--- src/rtl/ivt_pkg.sv ---
package ivt_pkg;
    localparam int NUM_TMR   = 3;
    localparam int ADDR_W    = 4;
    localparam int DATA_W    = 8;
    localparam int HIT_W     = 4;
    localparam int NUM_PORTS = 4;
    localparam int CLR_LO_B  = 4;
    localparam int CLR_HI_B  = 5;

    localparam logic [ADDR_W-1:0] A_CTRL = 4'h0;
    localparam logic [ADDR_W-1:0] A_TGT0 = 4'h4;
    localparam logic [ADDR_W-1:0] A_HIT0 = 4'h8;

    typedef enum logic [0:0] {
        CH_OFF = 1'b0,
        CH_RUN = 1'b1
    } ch_state_t;
endpackage

--- src/rtl/ivt_divider.sv ---
module ivt_divider #(
    parameter int FAST_DIV  = 384,
    parameter int SLOW_MULT = 8
) (
    input  logic clk,
    input  logic rst_n,
    output logic fast_tick,
    output logic slow_tick
);
    localparam int DIV_W = (FAST_DIV > 2) ? $clog2(FAST_DIV) : 1;
    localparam int MUL_W = (SLOW_MULT > 2) ? $clog2(SLOW_MULT) : 1;
    localparam logic [DIV_W-1:0] DIV_LAST = DIV_W'(FAST_DIV - 1);
    localparam logic [MUL_W-1:0] MUL_LAST = MUL_W'(SLOW_MULT - 1);

    logic [DIV_W-1:0] div_q;
    logic [MUL_W-1:0] mul_q;

    assign fast_tick = (div_q == DIV_LAST);
    assign slow_tick = fast_tick && (mul_q == MUL_LAST);

    always_ff @(posedge clk or negedge rst_n) begin
        if (!rst_n) begin
            div_q <= '0;
            mul_q <= '0;
        end else if (fast_tick) begin
            div_q <= '0;
            mul_q <= (mul_q == MUL_LAST) ? '0 : mul_q + 1'b1;
        end else begin
            div_q <= div_q + 1'b1;
        end
    end
endmodule

--- src/rtl/ivt_channel.sv ---
module ivt_channel
    import ivt_pkg::*;
(
    input  logic              clk,
    input  logic              rst_n,
    input  logic              en,
    input  logic              tick,
    input  logic [DATA_W-1:0] target,
    input  logic              hit_clr,
    output logic [HIT_W-1:0]  hit
);
    localparam int CMP_W = DATA_W + 1;

    ch_state_t          st_q, st_d;
    logic [DATA_W-1:0]  cnt_q;
    logic [HIT_W-1:0]   hit_q;
    logic [CMP_W-1:0]   cnt_inc;
    logic [CMP_W-1:0]   tgt_eff;
    logic               arm;
    logic               step;
    logic               match;

    assign tgt_eff = (target == '0) ? CMP_W'(1 << DATA_W) : {1'b0, target};
    assign cnt_inc = {1'b0, cnt_q} + 1'b1;
    assign arm     = (st_q == CH_OFF) && en;
    assign step    = (st_q == CH_RUN) && en && tick;
    assign match   = step && (cnt_inc == tgt_eff);
    assign hit     = hit_q;

    always_comb begin
        st_d = st_q;
        unique case (st_q)
            CH_OFF:  st_d = en ? CH_RUN : CH_OFF;
            CH_RUN:  st_d = en ? CH_RUN : CH_OFF;
            default: st_d = CH_OFF;
        endcase
    end

    always_ff @(posedge clk or negedge rst_n) begin
        if (!rst_n) st_q <= CH_OFF;
        else        st_q <= st_d;
    end

    always_ff @(posedge clk or negedge rst_n) begin
        if (!rst_n) begin
            cnt_q <= '0;
            hit_q <= '0;
        end else if (arm) begin
            cnt_q <= '0;
            hit_q <= '0;
        end else begin
            if (step) cnt_q <= match ? '0 : cnt_inc[DATA_W-1:0];
            if (hit_clr)    hit_q <= match ? HIT_W'(1) : '0;
            else if (match) hit_q <= hit_q + 1'b1;
        end
    end
endmodule

--- src/rtl/ivt_regbank.sv ---
module ivt_regbank
    import ivt_pkg::*;
(
    input  logic                           clk,
    input  logic                           rst_n,
    input  logic                           wr_en,
    input  logic                           rd_en,
    input  logic [ADDR_W-1:0]              addr,
    input  logic [DATA_W-1:0]              wdata,
    input  logic [NUM_TMR-1:0][HIT_W-1:0]  hit_all,
    output logic [NUM_TMR-1:0]             en_bits,
    output logic [NUM_TMR-1:0][DATA_W-1:0] tgt_all,
    output logic [NUM_TMR-1:0]             hit_clr,
    output logic [DATA_W-1:0]              rdata,
    output logic [NUM_PORTS-1:0]           port_clr
);
    localparam int HALF = NUM_PORTS / 2;

    logic              ctrl_wr;
    logic [DATA_W-1:0] rd_mux;

    assign ctrl_wr = wr_en && (addr == A_CTRL);

    for (genvar g = 0; g < NUM_TMR; g++) begin : g_tmr
        always_ff @(posedge clk or negedge rst_n) begin
            if (!rst_n)
                tgt_all[g] <= '0;
            else if (wr_en && (addr == A_TGT0 + ADDR_W'(g)))
                tgt_all[g] <= wdata;
        end
        assign hit_clr[g] = rd_en && (addr == A_HIT0 + ADDR_W'(g));
    end

    always_ff @(posedge clk or negedge rst_n) begin
        if (!rst_n) begin
            en_bits  <= '0;
            port_clr <= '0;
        end else begin
            if (ctrl_wr) en_bits <= wdata[NUM_TMR-1:0];
            port_clr <= ctrl_wr ? {{HALF{wdata[CLR_HI_B]}}, {HALF{wdata[CLR_LO_B]}}} : '0;
        end
    end

    always_comb begin
        rd_mux = '0;
        if (addr == A_CTRL) rd_mux = DATA_W'(en_bits);
        for (int i = 0; i < NUM_TMR; i++) begin
            if (addr == A_TGT0 + ADDR_W'(i)) rd_mux = tgt_all[i];
            if (addr == A_HIT0 + ADDR_W'(i)) rd_mux = DATA_W'(hit_all[i]);
        end
    end

    always_ff @(posedge clk or negedge rst_n) begin
        if (!rst_n)     rdata <= '0;
        else if (rd_en) rdata <= rd_mux;
    end
endmodule

--- src/rtl/ivt_timer3.sv ---
module ivt_timer3
    import ivt_pkg::*;
#(
    parameter int FAST_DIV  = 384,
    parameter int SLOW_MULT = 8,
    parameter int FAST_IDX  = 2
) (
    input  logic              clk,
    input  logic              rst_n,
    input  logic              wr_en,
    input  logic              rd_en,
    input  logic [ADDR_W-1:0] addr,
    input  logic [DATA_W-1:0] wdata,
    output logic [DATA_W-1:0] rdata,
    output logic [NUM_PORTS-1:0] port_clr
);
    logic                           fast_tick;
    logic                           slow_tick;
    logic [NUM_TMR-1:0]             en_bits;
    logic [NUM_TMR-1:0]             hit_clr;
    logic [NUM_TMR-1:0][DATA_W-1:0] tgt_all;
    logic [NUM_TMR-1:0][HIT_W-1:0]  hit_all;

    ivt_divider #(
        .FAST_DIV  (FAST_DIV),
        .SLOW_MULT (SLOW_MULT)
    ) u_div (
        .clk       (clk),
        .rst_n     (rst_n),
        .fast_tick (fast_tick),
        .slow_tick (slow_tick)
    );

    ivt_regbank u_regs (
        .clk      (clk),
        .rst_n    (rst_n),
        .wr_en    (wr_en),
        .rd_en    (rd_en),
        .addr     (addr),
        .wdata    (wdata),
        .hit_all  (hit_all),
        .en_bits  (en_bits),
        .tgt_all  (tgt_all),
        .hit_clr  (hit_clr),
        .rdata    (rdata),
        .port_clr (port_clr)
    );

    for (genvar g = 0; g < NUM_TMR; g++) begin : g_ch
        logic ch_tick;
        if (g == FAST_IDX) begin : g_fast
            assign ch_tick = fast_tick;
        end else begin : g_slow
            assign ch_tick = slow_tick;
        end
        ivt_channel u_ch (
            .clk     (clk),
            .rst_n   (rst_n),
            .en      (en_bits[g]),
            .tick    (ch_tick),
            .target  (tgt_all[g]),
            .hit_clr (hit_clr[g]),
            .hit     (hit_all[g])
        );
    end
endmodule

--- config.mk ---
export PLATFORM = sky130hd
export DESIGN_NAME = ivt_timer3
export DESIGN_NICKNAME = d
export VERILOG_FILES = /design/src/rtl/ivt_pkg.sv /design/src/rtl/ivt_divider.sv /design/src/rtl/ivt_channel.sv /design/src/rtl/ivt_regbank.sv /design/src/rtl/ivt_timer3.sv
export SDC_FILE = /design/constraint.sdc
export NUM_CORES = 1
export LEC_CHECK = 0
export ABC_AREA = 1
export ABC_CLOCK_PERIOD_IN_PS = 5600
export BUFFER_PORTS_ARGS = -buffer_cell sky130_fd_sc_hd__buf_2
export CELL_PAD_IN_SITES_DETAIL_PLACEMENT = 1
export CELL_PAD_IN_SITES_GLOBAL_PLACEMENT = 1
export CORE_ASPECT_RATIO = 0.7
export CORE_MARGIN = 3
export CORE_UTILIZATION = 49
export DETAILED_ROUTE_END_ITERATION = 6
export GPL_ROUTABILITY_DRIVEN = 0
export PLACE_DENSITY = 0.93
export SLEW_MARGIN = 20
export SYNTH_ARGS = -nofsm -noshare
export SYNTH_HDL_FRONTEND = slang
export SYNTH_SLANG_ARGS = --single-unit
--- constraint.sdc ---
create_clock -name clk -period 5.6 [get_ports clk]
set_input_delay 0.28 -clock clk [delete_from_list [all_inputs] [get_ports clk]]
set_output_delay 0.28 -clock clk [all_outputs]
set_load 0.02 [all_outputs]
==> results.md <==
* Ports at 28
* Ys async rst share at 100%
* Setup Viol. Count Final at 0
* Initial Util at about 51%
* CP most frequent cell: nand2_1
* HP Class: input pin to flop
* Sequential Power Share at between 40% and 50%
* Final period util at 42.5%
* Post-synthesis sequential area ratio at 40.6%
* Row count at 31
* Worst Setup End Kind: flop
* Nets at between 800 and 900
* Drt initial violations at slightly above 400
* # diodes at 0
* Reg-to-reg slack, setup at 3.22 ns
* Reg2Reg Depth at 12
* Port Buffers at 27
* Root buffer cell: clkbuf_16
* Syn_nets at roughly 800
* Worst-Skew Late Latency at 0.35 ns
* Max-slew headroom at between 50% and 60%
* Vias in the first global route at around 5700
* Overall die width at around 130 µm
* DR WL/cell at ~19 µm
* Synth Register Bits at 88
* Cell-internal power at about 0.0012 W
* Die Y at approximately 94 µm
* H-tree levels at 3
* Worst Path Required at 5.83 ns
* Min Clock Period, post-route at 2.38 ns
* DRC viols at 0
* Status: completed
* Clk sinks at a little under 90
* Lkg Pwr at about 3.1 nW
* Most common cell in the netlist: nand2_1
* Slowest CP cell: dfrtp_1
* Via count at approximately 5400
* Fmax achieved at approximately 420 MHz
* Vias/cell at 5.72
* Synthesized area at around 5400 µm²
* TNS Setup at 0 ns
* Clock Pin Slew Worst Setup and Hold Paths at around 0.06 ns
* Synth Warn # at 0
* Fin. Hold Viols at 0
* Sw power at about 0.00057 W
* Cell taking the most area after synthesis: dfrtp_1
* Antenna Violating Nets Remaining at 0
* Global-route wire length before repair at ~30000 µm
* Max incr delay on CP at between 0.4 and 0.5 ns
* Synthesis-to-layout area growth at 11.0%
* Worst-margin pin slew at approximately 0.7 ns
* Cell depth of the worst min-delay path at 3
* DRT Wirelength at roughly 18000 µm
* Worst clock skew at about 0.011 ns
* Startpoint types: flop
* Pins over their slew limit at 0
* Core Region at 10600 µm²
* Worst-path maximum fanout at 6
* Crit-path cells: ha_1, nand2_2, nor2_1, nand2_1, o21ai_2, nand2_1, nand2_1, nand2_1, nor2_1, nand2_1, nand2_1, a21oi_1
* RSZ-0062 raised after global routing: false
* Sw Ratio at 32.3%
* Top cells by count, synth: 255 x nand2_1, 93 x inv_1, 88 x dfrtp_1, 77 x nor2_1, 63 x nand3_1
* Yosys top cell area share at 40.6%
* Clock buffer count from CTS at 9
* Die area at 12400 µm²
* Avg Cell Area, Syn at just over 7 µm²
* Pwr dens at between 200 and 300 nW/µm²
* Max Root-Sink Buffers at 2
* CP arrival at about 2.6 ns
* CP Class: flop to flop
* Top_reg_cell synth: dfrtp_1
* Post-synth EDFFs at 0
* Initial antenna violation count at 0
* TritonCTS clock tree: yes
* GRT Overall Usage at slightly above 30%
* Congestion Overflow GR at 0
* Syn Inst Count at around 770
* Share of layout cells above drive strength 1 at ~10%
* Max Cap Violations at 0
* Combinational share of power at 18.3%
* Peak supply drop at between 150 and 200 µV
* First-pass detailed-route iteration total at 5
* Yosys cell types at 41
* Power, Total at between 0.0015 and 0.002 W
* Synth area leaders: dfrtp_1 41%, nand2_1 18%, inv_1 6.4%, nand3_1 5.8%, nor2_1 5.3%
* Largest net degree at the start of global routing at 55
* Clk pwr share at between 30 and 40%
* HPWL after DPL at between 10000 and 15000 µm
[registers in the layout, indices dropped and copies added (netlist names)]
register and flops:
u_regs.en_bits 3, u_div.mul_q 3, u_div.div_q 9, g_ch.u_ch.hit 12, g_ch.u_ch.st_q 3, u_regs.tgt_all 24, g_ch.u_ch.cnt_q 24, u_regs.port_clr 2
u_regs.rdata 8
[final cells by class]
| cell class | instances | area, µm² |
|---|---|---|
| sequential | 88 | 2200 |
| fill | 1395 | 4530 |
| tap | 148 | 185 |
| clock buffer | 13 | 250 |
| clock inverter | 3 | 65.1 |
| multi-input combinational | 570 | 2790 |
| inverter | 98 | 374 |
| timing repair buffer | 29 | 155 |
[power groups by stage]
stage          sequential (W)  clock [W]  combinational [W]
4_1_cts              0.000772   0.000668           0.000321
5_1_grt              0.000782   0.000696           0.000362
2_1_floorplan        0.000754          0           0.000211
6_report             0.000776   0.000662           0.000323
3_5_place_dp         0.000782          0           0.000311
3_3_place_gp         0.000776          0           0.000289
[critical path: cells and delay by family (launching register included)]
family,cells,cell delay [ns]
AOI/OAI and AO/OA,2,0.28
adders and majority gates,1,0.26
DFF,1,0.49
and+or+nand+nor,9,1.23
[worst paths after layout]
path | start | to
min in group asynchronous | rst_n | g_ch[0].u_ch.cnt_q[2]
max in group asynchronous | rst_n | u_div.div_q[2]
worst max-delay path | g_ch[2].u_ch.cnt_q[0] | g_ch[2].u_ch.hit[3]
worst max register to register | g_ch[2].u_ch.cnt_q[0] | g_ch[2].u_ch.hit[3]
worst min-delay path | wdata[7] | u_regs.tgt_all[15]
worst min register to register | u_regs.en_bits[1] | g_ch[1].u_ch.st_q
[stage by stage]
stage	instance area [µm²]	setup slack [ns]	hold WS (ns)	instances	util, %
2_1_floorplan	5420	3.84	-0.0156	766	-
3_3_place_gp	5700	3.62	0.266	932	54.0
3_5_place_dp	5700	3.45	0.266	932	54.0
4_1_cts	6020	3.28	0.284	949	57.1
5_1_grt	6020	3.06	0.293	949	57.1
6_report	6020	3.22	0.284	949	57.1
[cell usage in the layout (no fill, tap or decap), types with 3 or more instances in the layout]
cell type / synthesis / routed
o21ai_0: 48 / 48
clkbuf_16: 0 / 9
nand2_1: 255 / 255
nand2_2: 9 / 9
or2_2: 4 / 4
o21ai_1: 8 / 8
xor2_1: 9 / 9
buf_2: 3 / 26
nand3b_1: 7 / 7
nand4_1: 17 / 17
nor2_4: 9 / 9
nand2_4: 4 / 4
inv_1: 93 / 93
a22oi_1: 3 / 3
o21bai_1: 6 / 6
nor2_1: 77 / 77
nor2_2: 6 / 6
ha_1: 9 / 9
o22ai_1: 5 / 5
dfrtp_1: 88 / 88
clkbuf_1: 4 / 3
nand3_1: 63 / 63
a21oi_1: 15 / 15
[kinds of logic after synthesis]
| group | Yosys count | synth area share, % |
|---|---|---|
| and+or+nand+nor | 458 | 37.9 |
| DFF | 88 | 40.6 |
| AOI/OAI and AO/OA | 91 | 9.44 |
| adders and majority gates | 9 | 2.08 |
| buffers and inverters | 108 | 7.93 |
| xor gates and xnor gates | 12 | 2.08 |
[routing by layer]
layer	wire [µm]	track usage, %	share of wire [%]
met4	347	9.44	1.9
met3	1290	7.28	7.1
met1	7900	40.8	43
met5	0	0	0
met2	8650	51.9	48
[repair_timing]
item / 4_1_cts / 5_1_grt
buffers inserted: 0 / 0
hold buffers: 1 / 0
hold endpoints to repair: 34 / 0
resized for setup: 0 / 0
No activity file was read; power rests on OpenSTA's default activity.
